<file path="src/rtl/ald_pkg.sv">
package ald_pkg;

  localparam int ALD_ADDR_W = 2;

  typedef enum logic [ALD_ADDR_W-1:0] {
    ADR_DELTA = 2'd0,
    ADR_MASK  = 2'd1,
    ADR_STAT  = 2'd2,
    ADR_SPARE = 2'd3
  } ald_addr_e;

  typedef enum logic {
    CLR_ON_READ  = 1'b0,
    CLR_ON_WRITE = 1'b1
  } ald_clr_e;

  // Clear request for one flag, chosen by the clearing mode.
  function automatic logic bit_clear(ald_clr_e mode, logic rd_hit, logic wr_hit,
                                     logic cur, logic wbit);
    if (mode == CLR_ON_WRITE) return wr_hit & wbit;
    return rd_hit & cur;
  endfunction

  // Sticky update: an event overrides a clear in the same cycle.
  function automatic logic bit_next(logic cur, logic set, logic clr);
    return (cur & ~clr) | set;
  endfunction

  // Change-of-state between the present and the registered value.
  function automatic logic toggled(logic now, logic was);
    return now ^ was;
  endfunction

endpackage

</file>
<file path="src/rtl/ald_sync.sv">
module ald_sync #(
  parameter int W = 1
) (
  input  logic         clk,
  input  logic         rst_n,
  input  logic [W-1:0] d_async,
  output logic [W-1:0] q_sync
);
  logic [W-1:0] meta_q;

  always_ff @(posedge clk or negedge rst_n) begin
    if (!rst_n) begin
      meta_q <= '0;
      q_sync <= '0;
    end else begin
      meta_q <= d_async;
      q_sync <= meta_q;
    end
  end
endmodule

</file>
<file path="src/rtl/ald_change.sv">
module ald_change
  import ald_pkg::*;
#(
  parameter int W = 1
) (
  input  logic         clk,
  input  logic         rst_n,
  input  logic [W-1:0] level,
  output logic [W-1:0] chg
);
  logic [W-1:0] prev_q;

  always_ff @(posedge clk or negedge rst_n) begin
    if (!rst_n) prev_q <= '0;
    else        prev_q <= level;
  end

  for (genvar i = 0; i < W; i++) begin : g_bit
    assign chg[i] = toggled(level[i], prev_q[i]);
  end
endmodule

</file>
<file path="src/rtl/ald_los_run.sv">
module ald_los_run #(
  parameter int LOS_RUN = 64
) (
  input  logic clk,
  input  logic rst_n,
  input  logic line_data,
  output logic los_int
);
  localparam int CNT_W = $clog2(LOS_RUN + 1);
  localparam logic [CNT_W-1:0] CNT_CAP = CNT_W'(LOS_RUN);

  logic [CNT_W-1:0] run_q;
  logic [CNT_W-1:0] run_n;
  logic             last_q;
  logic             same_bit;

  // Length of the run of identical samples ending with this one, saturating.
  function automatic logic [CNT_W-1:0] run_step(logic [CNT_W-1:0] c, logic same);
    if (!same)        return CNT_W'(1);
    if (c == CNT_CAP) return c;
    return c + CNT_W'(1);
  endfunction

  assign same_bit = (line_data == last_q);
  assign run_n    = run_step(run_q, same_bit);

  always_ff @(posedge clk or negedge rst_n) begin
    if (!rst_n) begin
      run_q   <= '0;
      last_q  <= 1'b0;
      los_int <= 1'b0;
    end else begin
      run_q   <= run_n;
      last_q  <= line_data;
      los_int <= (run_n == CNT_CAP);
    end
  end
endmodule

</file>
<file path="src/rtl/ald_delta_bank.sv">
module ald_delta_bank
  import ald_pkg::*;
#(
  parameter int N = 8
) (
  input  logic         clk,
  input  logic         rst_n,
  input  logic [N-1:0] set_vec,
  input  ald_clr_e     mode,
  input  logic         rd_hit,
  input  logic         wr_hit,
  input  logic         mask_wr,
  input  logic [N-1:0] wdata,
  output logic [N-1:0] delta_q,
  output logic [N-1:0] mask_q,
  output logic [N-1:0] clr_vec,
  output logic         irq
);
  logic [N-1:0] delta_d;

  for (genvar b = 0; b < N; b++) begin : g_flag
    assign clr_vec[b] = bit_clear(mode, rd_hit, wr_hit, delta_q[b], wdata[b]);
    assign delta_d[b] = bit_next(delta_q[b], set_vec[b], clr_vec[b]);
  end

  always_ff @(posedge clk or negedge rst_n) begin
    if (!rst_n) begin
      delta_q <= '0;
      mask_q  <= '1;
    end else begin
      delta_q <= delta_d;
      if (mask_wr) mask_q <= wdata;
    end
  end

  assign irq = |(delta_q & ~mask_q);
endmodule

</file>
<file path="src/rtl/alarm_delta_reg.sv">
module alarm_delta_reg
  import ald_pkg::*;
#(
  parameter int NUM_LVL   = 5,
  parameter int NUM_PULSE = 2,
  parameter int LOS_RUN   = 64,
  localparam int NUM_BITS = 1 + NUM_LVL + NUM_PULSE
) (
  input  logic                  clk,
  input  logic                  rst_n,
  input  logic [NUM_LVL-1:0]    alarm_lvl,
  input  logic                  los_ext,
  input  logic                  line_data,
  input  logic [NUM_PULSE-1:0]  pulse_evt,
  input  logic                  clr_mode,
  input  logic [ALD_ADDR_W-1:0] reg_addr,
  input  logic                  reg_rd,
  input  logic                  reg_wr,
  input  logic [NUM_BITS-1:0]   reg_wdata,
  output logic [NUM_BITS-1:0]   reg_rdata,
  output logic                  irq
);
  localparam int LOS_POS   = 0;
  localparam int LVL_BASE  = 1;
  localparam int PLS_BASE  = 1 + NUM_LVL;

  logic [NUM_LVL-1:0]  lvl_s;
  logic [NUM_LVL-1:0]  lvl_chg;
  logic                ext_s;
  logic                ext_chg;
  logic                los_int;
  logic                int_chg;
  logic [NUM_BITS-1:0] evt_vec;
  logic [NUM_BITS-1:0] status_vec;
  logic [NUM_BITS-1:0] delta_q;
  logic [NUM_BITS-1:0] mask_q;
  logic [NUM_BITS-1:0] clr_vec;
  logic [NUM_BITS-1:0] rd_mux;
  logic                rd_delta;
  logic                wr_delta;
  logic                mask_wr;
  ald_clr_e            mode;

  ald_sync #(.W(NUM_LVL)) u_lvl_sync (
    .clk(clk), .rst_n(rst_n), .d_async(alarm_lvl), .q_sync(lvl_s)
  );
  ald_sync #(.W(1)) u_ext_sync (
    .clk(clk), .rst_n(rst_n), .d_async(los_ext), .q_sync(ext_s)
  );
  ald_change #(.W(NUM_LVL)) u_lvl_chg (
    .clk(clk), .rst_n(rst_n), .level(lvl_s), .chg(lvl_chg)
  );
  ald_change #(.W(1)) u_ext_chg (
    .clk(clk), .rst_n(rst_n), .level(ext_s), .chg(ext_chg)
  );
  ald_los_run #(.LOS_RUN(LOS_RUN)) u_los_run (
    .clk(clk), .rst_n(rst_n), .line_data(line_data), .los_int(los_int)
  );
  ald_change #(.W(1)) u_int_chg (
    .clk(clk), .rst_n(rst_n), .level(los_int), .chg(int_chg)
  );

  // Event and status vectors in flag-register order.
  assign evt_vec[LOS_POS]    = ext_chg | int_chg;
  assign status_vec[LOS_POS] = ext_s | los_int;
  for (genvar i = 0; i < NUM_LVL; i++) begin : g_lvl
    assign evt_vec[LVL_BASE+i]    = lvl_chg[i];
    assign status_vec[LVL_BASE+i] = lvl_s[i];
  end
  for (genvar j = 0; j < NUM_PULSE; j++) begin : g_pls
    assign evt_vec[PLS_BASE+j]    = pulse_evt[j];
    assign status_vec[PLS_BASE+j] = 1'b0;
  end

  assign mode     = ald_clr_e'(clr_mode);
  assign rd_delta = reg_rd && (ald_addr_e'(reg_addr) == ADR_DELTA);
  assign wr_delta = reg_wr && (ald_addr_e'(reg_addr) == ADR_DELTA);
  assign mask_wr  = reg_wr && (ald_addr_e'(reg_addr) == ADR_MASK);

  ald_delta_bank #(.N(NUM_BITS)) u_bank (
    .clk(clk), .rst_n(rst_n), .set_vec(evt_vec), .mode(mode),
    .rd_hit(rd_delta), .wr_hit(wr_delta), .mask_wr(mask_wr),
    .wdata(reg_wdata), .delta_q(delta_q), .mask_q(mask_q),
    .clr_vec(clr_vec), .irq(irq)
  );

  always_comb begin
    case (ald_addr_e'(reg_addr))
      ADR_DELTA: rd_mux = delta_q;
      ADR_MASK:  rd_mux = mask_q;
      ADR_STAT:  rd_mux = status_vec;
      default:   rd_mux = '0;
    endcase
  end

  always_ff @(posedge clk or negedge rst_n) begin
    if (!rst_n)      reg_rdata <= '0;
    else if (reg_rd) reg_rdata <= rd_mux;
  end
endmodule

</file>
<file path="config.mk">
export PLATFORM = sky130hd
export DESIGN_NAME = alarm_delta_reg
export DESIGN_NICKNAME = d
export VERILOG_FILES = /design/src/rtl/ald_pkg.sv /design/src/rtl/ald_sync.sv /design/src/rtl/ald_change.sv /design/src/rtl/ald_los_run.sv /design/src/rtl/ald_delta_bank.sv /design/src/rtl/alarm_delta_reg.sv
export SDC_FILE = /design/constraint.sdc
export NUM_CORES = 1
export LEC_CHECK = 0
export BUFFER_PORTS_ARGS = -buffer_cell sky130_fd_sc_hd__clkbuf_2
export CAP_MARGIN = 20
export CORE_MARGIN = 1
export CORE_UTILIZATION = 55
export CTS_CLUSTER_DIAMETER = 60
export DETAILED_ROUTE_END_ITERATION = 12
export GPL_TIMING_DRIVEN = 0
export PLACE_DENSITY = 0.85
export SETUP_SLACK_MARGIN = 0.05
export SLEW_MARGIN = 15
export SYNTH_ARGS = -nofsm -noshare
export SYNTH_HDL_FRONTEND = slang
export SYNTH_SLANG_ARGS = --single-unit
</file>
<file path="constraint.sdc">
create_clock -name clk -period 2.3 [get_ports clk]
set_clock_uncertainty 0.1 [all_clocks]
set_input_delay 0 -clock clk [delete_from_list [all_inputs] [get_ports clk]]
set_output_delay 0 -clock clk [all_outputs]
set_load 0.05 [all_outputs]
</file>
* Yosys cells after proc, flatten, opt, wreduce, memory -nomap -nowiden *
Index checks and enable logic that the tools add are counted.
W data, S select, Z words.

operators by class
  add/sub/neg operators = 1
  reduce and logical (&&, ||, !) cells = 5
  mux-type cells = 24
  bitwise gates (word level) = 51
  eq/ne operators = 5

operators with widths
  operator               number
  $mux W7                4
  $and A1 B1 Y1          24
  $pmux W8 S3            1
  $mux W1                19
  $eq A7 B7 Y1 const B   2
  $or A1 B1 Y1           10
  $and A8 B8 Y8          1
  $not A1 Y1             8
  $not A8 Y8             1
  $reduce_or A8 Y1       1
  $add A7 B1 Y7 const B  1
  $xor A1 B1 Y1          7
  $logic_and A1 B1 Y1    3
  $eq A2 B1 Y1 const B   1
  $eq A2 B2 Y1 const B   1
  $logic_not A2 Y1       1
  $eq A1 B1 Y1           1

word-level totals
  word-level logic and storage cells = 99
  output and inout bits = 9
  bits in registers = 52
  input port bits = 24

* Logic depth before layout (Yosys ltp) *
Gate-level depths: netlist of run 1.

  word-level depth = 8
  gate-level depth with buffers = 6
  mapped depth without buffers = 6

* Modules after synthesis *
A second synthesis of run 1 with hierarchy kept.

unflattened totals
  cells, all modules = 194
  area, all modules = 2287.2 um2

by module, submodules not included
  module                      times used  seq. area each (um2)  area an instance (um2)  cells an instance
  ald_delta_bank              1           410.4                 730.7                   66
  alarm_delta_reg             1           200.2                 528.0                   53
  ald_los_run                 1           225.2                 491.7                   49
  ald_sync (u_lvl_sync)       1           250.2                 250.2                   10
  ald_change (u_lvl_chg)      1           125.1                 168.9                   10
  ald_change (u_ext_chg ...)  2           25.0                  33.8                    2
  ald_sync (u_ext_sync)       1           50.0                  50.0                    2

* Least setup slack after synthesis of run 1 *
Ideal clock, no wire load.

  kind = flip-flop to flip-flop
  start point = reg u_los_run.run_q[3]
  end point = reg u_los_run.los_int
  path slack = 0.597 ns
  setup time = 0.126 ns
  clock period less this slack = 1.703 ns
  cell stages (with the launch flop) = 5
  arrival time = 1.477 ns
  buffers on the path = 0
  data required time = 2.074 ns
  cell sequence = dfrtp_1 or3_4 nor3_4 mux2_1 o311a_1

between the ends
  word-level cells in the longest chain between the ends = 6
  elaborated cells on any way between the ends = 8
  classes of those cells = add/sub: 1; eq/ne: 2; mux: 5

ends and longest elaborated chain
  element                                                                RTL line           text
  start, declared                                                        ald_los_run.sv:12  logic [CNT_W-1:0] run_q;
  start signal, assigned                                                 ald_los_run.sv:33  run_q <= run_n;
  parallel branches: the longest is 3 deep, another holds $add A7 B1 Y7  -
  $mux W7 *                                                              ald_los_run.sv:21  return c + CNT_W'(1);
  $mux W7 *                                                              ald_los_run.sv:20  if (c == CNT_CAP) return c;
  $eq A7 B7 Y1 *                                                         ald_los_run.sv:35  los_int <= (run_n == CNT_CAP);
  end signal, assigned                                                   ald_los_run.sv:35
  end, declared                                                          ald_los_run.sv:7   output logic los_int

Mark *: on every way between the ends. The select of a mux whose other input is x is not followed.
A chain may end at the register's enable or synchronous reset.

* Worst setup path in the final report of run 1 *
  start point = in reg_rd
  end point = reg u_bank.delta_q[6]

between the ends
  word-level cells in the longest chain between the ends = 6

ends and longest elaborated chain
  element                RTL line               text
  start, declared        alarm_delta_reg.sv:17  input logic reg_rd,
  $logic_and A1 B1 Y1    alarm_delta_reg.sv:76  assign rd_delta = reg_rd && (ald_addr_e'(reg_addr) == ADR_DELTA);
  $and A1 B1 Y1          ald_pkg.sv:21          return rd_hit & cur;
  $mux W1                ald_pkg.sv:21
  $not A1 Y1             ald_pkg.sv:26          return (cur & ~clr) | set;
  $and A1 B1 Y1          ald_pkg.sv:26
  $or A1 B1 Y1           ald_pkg.sv:26
  via u_bank.delta_d[6]  ald_delta_bank.sv:19   logic [N-1:0] delta_d;
  end signal, assigned   ald_delta_bank.sv:31   delta_q <= delta_d;
  end, declared          ald_delta_bank.sv:14   output logic [N-1:0] delta_q,

The timed path passes the listed nets, and every way through them passes these cells.

==> results of run 1 <==
cells by family after synthesis:
logic type      Yosys count  synth area share (%)
compound gates           31                  9.26
simple gates             50                  10.8
mux                      18                  8.96
fa+ha+maj                 2                  1.16
xor+xnor                 14                  5.70
buf+inv                  17                  3.08
flops                    52                  61.0
timing repair:
| action | 4_1_cts | 5_1_grt |
|---|---|---|
| hold buffers | 21 | 0 |
| setup buffers | 0 | 0 |
| hold endpoints to repair | 74 | 0 |
cell type report:
cell class,instances,area share (%)
Sequential cell,52,49.2
Tap cell,48,2.25
Clock buffer,6,3.10
Buffer,5,0.798
Inverter,12,1.69
Timing Repair Buffer,51,13.6
Clock inverter,2,0.376
Multi-Input combinational cell,115,29.0
sequential cells by signal, indices dropped and copies added (netlist names):
| name | flops |
|---|---|
| u_bank.mask_q | 8 |
| u_ext_sync.q_sync | 1 |
| reg_rdata | 8 |
| u_los_run.last_q | 1 |
| u_los_run.run_q | 7 |
| u_lvl_sync.meta_q | 5 |
| u_ext_chg.prev_q | 1 |
| u_lvl_chg.prev_q | 5 |
| u_bank.delta_q | 8 |
| u_lvl_sync.q_sync | 5 |
| u_int_chg.prev_q | 1 |
| u_los_run.los_int | 1 |
| u_ext_sync.meta_q | 1 |
critical path, cell delays in order:
cell	delay [ns]
dlygate4sd3_1	0.53
clkbuf_1	0.27
nand3b_1	0.36
a31o_2	0.36
dlygate4sd3_1	0.56
per-layer routing:
metal  track usage (%)  share of wire [%]
met4              10.8                2.2
met2              38.2                 49
met5                 0                  0
met3              4.23                3.8
met1              28.5                 45
worst min-delay path by stage:
stage | depth (start not counted) | startpoint | to | slack [ns]
after floorplan | 0 | rst_n | reg_rdata[0]$_DFFE_PN0P_ | -0.40
after global placement | 1 | alarm_lvl[3] | u_lvl_sync.meta_q[3]$_DFF_PN0_ | 0.008
after detailed placement | 1 | rst_n | u_lvl_sync.meta_q[0]$_DFF_PN0_ | 0.005
after CTS | 3 | reg_addr[1] | reg_rdata[0]$_DFFE_PN0P_ | 0.09
after global routing | 3 | reg_addr[1] | reg_rdata[0]$_DFFE_PN0P_ | 0.11
final | 3 | reg_addr[1] | reg_rdata[0]$_DFFE_PN0P_ | 0.09
stage by stage:
| stage | utilization (%) | area, sq um | worst slack (ns) |
|---|---|---|---|
| after floorplan | - | 2150 | 0.597 |
| after global placement | 63.5 | 2360 | 0.505 |
| after detailed placement | 63.6 | 2360 | 0.480 |
| after CTS | 71.7 | 2670 | 0.328 |
| after global routing | 71.7 | 2670 | 0.186 |
| final | 71.7 | 2670 | 0.300 |
report_power, final:
| part | leakage, nW | internal (mW) | switching [mW] |
|---|---|---|---|
| sequential | 0.594 | 1.02 | 0.0702 |
| combinational | 0.594 | 0.152 | 0.199 |
| clock | 0.0510 | 0.240 | 0.281 |
placed cells by master (no fill, tap or decap), types with 9 or more instances in the layout:
cell / n
xor2_1: 10
dfrtp_1: 44
dlygate4sd3_1: 21
inv_1: 12
nand2_1: 15
a21oi_1: 12
nor2_1: 22
clkbuf_2: 29
mux2_2: 9
==> qor.csv, run 1 <==
metric,value,unit
setup_violations,0,
seq_area_frac_synth,61.0,%
power,1.96,mW
multi_input_area,772,sq um
place_hpwl,2740,microns
yosysWarnings,0,
path_max_fanout,8,
synth_nets,210,
cts_tree,built,
wirelength,4150,microns
grt_start_max_net_pins,53,
cts.reportedPaths.clkPinSlew,0.09,ns
die-height,64.5,microns
r2r_setup_slack,0.45,ns
first_pass_iters,4,
ant_nets,0,
clock_sinks,52,
r2r-start,u_los_run.run_q[3]$_DFF_PN0_,
hold_slack,0.0924,ns
fin_crit,2.00,ns
ir_worst_vdd,0.473,mV
area.growth.synth_to_final,24.0,%
fin_setup_tns,0,ns
core,3720,sq um
endpoint_kind,flip-flop,
ys_top_cells_by_count,"dfrtp_1 (44), nor2_1 (22), nand2_1 (15)",
startpoint_type,input port,
power.density,735,nW/um^2
synth.most_common_cell,dfrtp_1,
worst_pin_slew,0.674,ns
drt-initial-drc-count,108,
clock.fmax,0.500,GHz
synth_seq_cells,52,
synthArstFlopShare,100,%
pin_count,33,
num_vias,1507,
rsz0062_at_grt,no,
drive_above_1_share,27.2,%
grt_util_all_layers,22.8,%
startpoint,reg_rd,
synth_top_cell_area_share,51.2,%
grt_pass1_vias,1540,
place_inst,262,
status,"complete, no violations",
syn_area_per_cell,11.7,sq um
place.gp.congestion,0.789,
synth-edff-count,0,
fillers,283,
reg2reg_to,u_los_run.los_int$_DFF_PN0_,
worstRegToRegCells,4,
cts_buffers,5,
stdcell_count,291,
hold_violations,0,
route.detailed.drc,0,
rows,22,
final_max_slew_viol_count,0,
synth_largest_area_cell,dfrtp_1,
leakagePower,1.24,nW
ctsResizeCount,0,
die_x,64.5,microns
fp.dieArea,4160,sq um
arrival,2.08,ns
syn_area,2150,sq um
io_buffers,30,
worstSetupEndpoint,u_bank.delta_q[6]$_DFF_PN0_,
clk_latency,0.30,ns
final_net_count,268,
synth_area_leaders,"dfrtp_1 (51%), dfstp_2 (9.8%), mux2_2 (4.7%), xor2_1 (4.1%), nor2_1 (3.8%)",
grt_overflow,0,
regArea,1310,sq um
clockBufferDepth,2,
clockRootBuffer,clkbuf_8,
antenna_found_initial,0,
via_per_inst,5.18,
start_util,57.8,%
syn_inst,184,
finalCritPeriodShare,87.0,%
maxCapViolCount,0,
synth_flop_cell,dfrtp_1,
critical_path_class,input port to flip-flop,
holdCritPathClass,input port to flip-flop,
worstPathRequired,2.38,ns
grt_pass1_wl,7030,microns
relSlewSlack,55.1,%
synth_cell_types,29,
wl_per_cell,14.3,microns
htree_levels,2,
num_antenna_cells,0,
(Power assumes the default switching activity.)
==> run 2: changes to the inputs <==
--- a/config.mk
+++ b/config.mk
@@ -6,9 +6,11 @@
 export NUM_CORES = 1
 export LEC_CHECK = 0
 export BUFFER_PORTS_ARGS = -buffer_cell sky130_fd_sc_hd__clkbuf_2
-export CAP_MARGIN = 20
+export CAP_MARGIN = 10
+export CELL_PAD_IN_SITES_DETAIL_PLACEMENT = 0
+export CELL_PAD_IN_SITES_GLOBAL_PLACEMENT = 1
 export CORE_MARGIN = 1
-export CORE_UTILIZATION = 55
+export CORE_UTILIZATION = 44
 export CTS_CLUSTER_DIAMETER = 60
 export DETAILED_ROUTE_END_ITERATION = 12
 export GPL_TIMING_DRIVEN = 0
==> run 2 against run 1 <==
Non-clock buffer count unchanged. Final area up 1.6%. Final cell count up 6.5%. Die area up 24%. Core utilization down 14 points. Routed wire length down 3.2%. Total power up 5.0%. Largest cell class unchanged. Sequential power about the same.
==> qor.csv, run 2 (synthesis gave the netlist of run 1 again) <==
metric,value,unit,change
highest_layer,met4,,
via_per_inst,4.82,,-7.0%
status,"complete, no violations",,
r2r_setup_slack,0.47,ns,+0.02 ns
worstRegToRegCells,4,,unchanged
worstPathRequired,2.39,ns,about the same
route.detailed.drc,0,,unchanged
cts_tree,built,,
r2r-start,u_los_run.run_q[3]$_DFF_PN0_,,
clock_sinks,52,,unchanged
antenna_found_initial,0,,unchanged
rsz0062_at_grt,no,,
ctsResizeCount,0,,unchanged
hold_slack,0.0532,ns,-0.0393 ns
start_util,45.5,%,-12 points
cts_hold_buffers,21,,unchanged
place.gp.congestion,0.787,,-0.29%
grt_pass1_vias,1448,,-6.0%
fp.dieArea,5170,sq um,+24%
grt_pass1_wl,6660,microns,-5.3%
worst_pin_slew,0.689,ns,+0.0152 ns
fin_setup_tns,0,ns,unchanged
grt_util_all_layers,17.4,%,-5.4 points
drt-met1-wl,1920,microns,+2.6%
maxCapViolCount,0,,unchanged
drt-initial-drc-count,48,,-56%
die_x,71.9,microns,+11%
ir_worst_vdd,0.436,mV,-7.8%
top_regs,"reg_rdata x8, u_bank.delta_q x8, u_bank.mask_q x8",,
final_max_slew_viol_count,0,,unchanged
grt_overflow,0,,unchanged
arrival,2.07,ns,about the same
clock.fmax,0.506,GHz,+1.2%
dr_wl_met3,154,microns,-3.1%
min_to,reg_rdata[0]$_DFFE_PN0P_,,
drive_above_1_share,27.2,%,unchanged
post_cts_buffers,0,,unchanged
layout_common_cells,"dfrtp_1 (44), clkbuf_2 (29), nor2_1 (22)",,
leakagePower,1.24,nW,+0.26%
utilization,57.3,%,-14 points
core,4720,sq um,+27%
first_pass_iters,4,,unchanged
wirelength,4020,microns,-3.2%
grt_start_max_net_pins,53,,unchanged
rows,25,,+14%
setup_violations,0,,unchanged
wl_met2,1890,microns,-7.0%
io_buffers,30,,unchanged
fin_crit,1.98,ns,-0.0242 ns
holdCritPathClass,input port to flip-flop,,
cts.reportedPaths.clkPinSlew,0.09,ns,about the same
endpoint_kind,flip-flop,,
min-delay-start,reg_addr[1],,
place_hpwl,2620,microns,-4.3%
layout_commonest_cell,dfrtp_1,,
placed_cell_area,2390,sq um,+1.0%
ant_nets,0,,unchanged
relSlewSlack,54.1,%,-1.0 points
power.density,760,nW/um^2,+3.4%
htree_levels,2,,unchanged
num_antenna_cells,0,,unchanged
die-height,71.9,microns,+11%
clk_latency,0.30,ns,about the same
reg2reg_to,u_los_run.los_int$_DFF_PN0_,,
finalCritPeriodShare,85.9,%,-1.1 points
clockBufferDepth,2,,unchanged
whs_path_depth,3,,unchanged
clockRootBuffer,clkbuf_8,,
pin_count,33,,unchanged
design_area,2710,sq um,+1.6%
final_net_count,268,,unchanged
startpoint_type,input port,,
area.growth.synth_to_final,26.0,%,
path_max_fanout,8,,unchanged
critical_path_class,input port to flip-flop,,
cts_buffers,5,,unchanged
num_vias,1493,,-0.93%
wl_per_cell,13.0,microns,-9.1%
hold_violations,0,,unchanged
power,2.06,mW,+5.0%
==> run 2: worst max-delay path by stage <==
stage,startpoint,to,slack [ns],depth (start not counted)
2_1_floorplan,u_los_run.run_q[3]$_DFF_PN0_,u_los_run.los_int$_DFF_PN0_,0.60,4
3_3_place_gp,u_los_run.run_q[3]$_DFF_PN0_,u_los_run.los_int$_DFF_PN0_,0.51,4
3_5_place_dp,u_los_run.run_q[3]$_DFF_PN0_,u_los_run.los_int$_DFF_PN0_,0.51,4
4_1_cts,reg_rd,u_bank.delta_q[6]$_DFF_PN0_,0.32,5
5_1_grt,reg_rd,u_bank.delta_q[7]$_DFF_PN0_,0.20,5
6_report,reg_rd,u_bank.delta_q[7]$_DFF_PN0_,0.32,5
==> run 2: stage by stage <==
step / setup slack [ns] / instances
floorplan: 0.597 / 184
global placement: 0.509 / 281
detailed placement: 0.512 / 281
CTS: 0.323 / 310
global route: 0.203 / 310
finish: 0.324 / 310
==> run 2: routing by layer <==
layer  global-route usage, %  vias to the layer above
li1                        -                      741
met1                    22.4                      718
met2                    28.7                       29
met3                    4.86                        5
met4                    5.88                        0
met5                       0                        -
==> run 2: power by group <==
group / total (mW) / switching (mW) / internal, mW
registers: 1.09 / 0.0700 / 1.02
clock network: 0.618 / 0.296 / 0.322
logic: 0.352 / 0.199 / 0.152
total: 2.06 / 0.566 / 1.49
==> run 2: critical path, stage by stage <==
cell	delay, ns
dlygate4sd3_1	0.52
clkbuf_1	0.25
nand3b_1	0.38
a31o_2	0.36
dlygate4sd3_1	0.56
==> run 2: cell type report <==
type	count	area [sq um]
Sequential cell	52	1310
Timing Repair Buffer	51	363
Clock buffer	5	68.8
Fill cell	429	2020
Multi-Input combinational cell	115	772
Inverter	12	45.0
Buffer	5	21.3
Clock inverter	3	42.5
Tap cell	67	83.8
==> run 3: changes to the inputs <==
--- a/config.mk
+++ b/config.mk
@@ -5,12 +5,13 @@
 export SDC_FILE = /design/constraint.sdc
 export NUM_CORES = 1
 export LEC_CHECK = 0
+export ABC_AREA = 1
 export BUFFER_PORTS_ARGS = -buffer_cell sky130_fd_sc_hd__clkbuf_2
 export CAP_MARGIN = 10
 export CELL_PAD_IN_SITES_DETAIL_PLACEMENT = 0
 export CELL_PAD_IN_SITES_GLOBAL_PLACEMENT = 1
 export CORE_MARGIN = 1
-export CORE_UTILIZATION = 44
+export CORE_UTILIZATION = 43
 export CTS_CLUSTER_DIAMETER = 60
 export DETAILED_ROUTE_END_ITERATION = 12
 export GPL_TIMING_DRIVEN = 0
==> run 3 against run 2 <==
Setup slack better by 0.36 ns. Via count is 12% higher. Combinational power hardly changed. Sequential cell count stayed put. First-iteration DRC count is 48% higher. Largest power group unchanged.
==> qor.csv, run 3 <==
metric,value,unit,change
status,"complete, no violations",,
top_regs,"reg_rdata x8, u_bank.delta_q x8, u_bank.mask_q x8",,
use_met3,4.07,%,-0.80 points
clock.fmax,0.618,GHz,+22%
power.density,675,nW/um^2,-11%
htree_levels,2,,unchanged
arrival,1.71,ns,-0.36 ns
grt_util_all_layers,18.0,%,+0.59 points
synth_seq_cells,52,,unchanged
via_per_inst,4.56,,-5.4%
seq_area_frac_synth,58.4,%,-2.6 points
place.gp.congestion,0.782,,-0.69%
grt_overflow,0,,unchanged
wl_per_cell,11.8,microns,-8.9%
worst_pin_slew,0.689,ns,-0.0000670 ns
final_max_slew_viol_count,0,,unchanged
yosysWarnings,0,,unchanged
rows,25,,unchanged
leakagePower,1.48,nW,+19%
clockRootBuffer,clkbuf_8,,
area.growth.synth_to_final,27.1,%,
start_util,46.0,%,+0.52 points
grt_pass1_vias,1648,,+14%
top_usage_layer,met2,,
layout_common_cells,"nand2_1 (51), dfrtp_1 (44), inv_1 (37)",,
fillers,452,,+5.4%
syn_area_per_cell,9.60,sq um,-18%
cts_buffers,5,,unchanged
path_max_fanout,4,,-4
final_net_count,326,,+22%
ir_worst_vdd,0.455,mV,+4.3%
layout_commonest_cell,nand2_1,,
finalCritPeriodShare,70.4,%,-16 points
grt_start_max_net_pins,53,,unchanged
die-height,74.3,microns,+3.3%
relSlewSlack,54.1,%,about the same
ant_nets,0,,unchanged
fp.dieArea,5520,sq um,+6.7%
route.detailed.drc,0,,unchanged
synth_flop_cell,dfrtp_1,,
first_pass_iters,4,,unchanged
cts_tree,built,,
synth_largest_area_cell,dfrtp_1,,
clk_latency,0.30,ns,about the same
drive_above_1_share,24.3,%,-2.9 points
holdCritPathClass,input port to flip-flop,,
synth_nets,260,,+24%
fin_crit,1.62,ns,-0.357 ns
synth_cell_types,24,,-17%
pin_count,33,,unchanged
io_buffers,32,,+6.7%
startpoint_type,input port,,
num_antenna_cells,0,,unchanged
rsz0062_at_grt,no,,
maxCapViolCount,0,,unchanged
setup_violations,0,,unchanged
synth.most_common_cell,nand2_1,,
clockBufferDepth,2,,unchanged
core,4880,sq um,+3.3%
grt_pass1_wl,7310,microns,+9.7%
wirelength,4340,microns,+8.1%
ys_top_cells_by_count,"nand2_1 (51), dfrtp_1 (44), inv_1 (37)",,
synth_top_cell_area_share,49.0,%,-2.2 points
worstPathRequired,2.39,ns,about the same
drt-initial-drc-count,71,,+48%
syn_inst,234,,+27%
synth-edff-count,0,,unchanged
critical_path_class,input port to flip-flop,,
num_vias,1677,,+12%
endpoint_kind,flip-flop,,
cts.reportedPaths.clkPinSlew,0.09,ns,about the same
use_met1,22.6,%,+0.20 points
syn_area,2250,sq um,+4.5%
hold_violations,0,,unchanged
utilization,58.5,%,+1.2 points
synth_area_leaders,"dfrtp_1 (49%), dfstp_2 (9.4%), nand2_1 (8.5%), inv_1 (6.2%), o21ai_2 (3.1%)",,
fin_setup_tns,0,ns,unchanged
synthArstFlopShare,100,%,unchanged
antenna_found_initial,0,,unchanged
use_met2,30.5,%,+1.8 points
die_x,74.3,microns,+3.3%
clock_sinks,52,,unchanged
place_hpwl,2860,microns,+9.1%
run 3: cell types whose count changed after synthesis, moves of 4 or more:
cell     delta
a21oi_1     -6
a31o_2      -7
inv_1      +25
mux2_2      -9
mux2i_1     -8
nand2_1    +36
nand3_1     +8
nand4_1     +4
nor2_1      -9
nor2_2      +6
o21ai_2     +8
o31ai_1     +6
xor2_1      -8
run 3: kinds of logic (layout without fill, tap and decap cells):
kind of cell    Yosys count  after routing  share of synthesized area [%]
xor+xnor                  8              8                           3.12
simple gates             92             92                           18.7
buf+inv                  42            109                           7.69
compound gates           38             38                           11.0
fa+ha+maj                 2              2                           1.11
flops                    52             52                           58.4
run 3: area by class of cell:
class / count / area (sq um) / area share, %
clock buffers: 6 / 82.6 / 2.89
flip-flops and latches: 52 / 1310 / 45.9
multi-input cells: 140 / 762 / 26.7
plain buffers: 3 / 26.3 / 0.920
inverters: 39 / 146 / 5.13
clock inverters: 2 / 10.0 / 0.351
well taps: 67 / 83.8 / 2.94
repair buffers: 59 / 433 / 15.2
run 3: critical path, cell delays in order:
cell,delay [ns]
dlygate4sd3_1,0.52
clkbuf_2,0.14
nand2_1,0.08
inv_1,0.09
nand2_1,0.07
o22ai_1,0.15
o21bai_1,0.10
dlygate4sd3_1,0.56
run 3: metal layers:
metal / wire length [microns] / part of all wire (%)
met5: 0 / 0
met4: 63 / 1.5
met2: 2080 / 48
met1: 2020 / 47
met3: 180 / 4.1
run 3: power breakdown:
group / switching (mW) / internal [mW] / leakage, nW
sequential: 0.0466 / 1.00 / 0.601
combinational: 0.207 / 0.145 / 0.827
clock: 0.285 / 0.241 / 0.0510
run 3: final timing paths:
| check | from | end | slack, ns | cells past startpoint |
|---|---|---|---|---|
| min in group asynchronous | rst_n | reg_rdata[5]$_DFFE_PN0P_ | 0.20 | 2 |
| max in group asynchronous | rst_n | u_ext_chg.prev_q$_DFF_PN0_ | 1.44 | 2 |
| worst min-delay path | reg_addr[1] | reg_rdata[5]$_DFFE_PN0P_ | 0.03 | 4 |
| worst max-delay path | reg_rd | u_bank.delta_q[7]$_DFF_PN0_ | 0.68 | 8 |
| worst max register to register | u_los_run.run_q[0]$_DFF_PN0_ | u_los_run.los_int$_DFF_PN0_ | 0.85 | 10 |
| worst min register to register | u_lvl_sync.meta_q[4]$_DFF_PN0_ | u_lvl_sync.q_sync[4]$_DFF_PN0_ | 0.25 | 0 |
run 3: timing repair:
| item | CTS | global route |
|---|---|---|
| setup buffers | 0 | 0 |
| setup endpoints to repair | 0 | 0 |
| resized for setup | 0 | 0 |
| hold buffers | 27 | 0 |
| endpoints found under the hold margin | 73 | 0 |
run 3: per-stage QoR:
| step | instances | cell area [sq um] | total power, mW | setup WS (ns) | hold slack, ns |
|---|---|---|---|---|---|
| floorplan | 234 | 2250 | 1.27 | 1.00 | -0.396 |
| global placement | 333 | 2490 | 1.36 | 0.851 | 0.00913 |
| detailed placement | 333 | 2490 | 1.37 | 0.836 | 0.00963 |
| CTS | 368 | 2860 | 1.95 | 0.774 | 0.0304 |
| global route | 368 | 2860 | 2.03 | 0.575 | 0.0559 |
| finish | 368 | 2860 | 1.93 | 0.681 | 0.0322 |
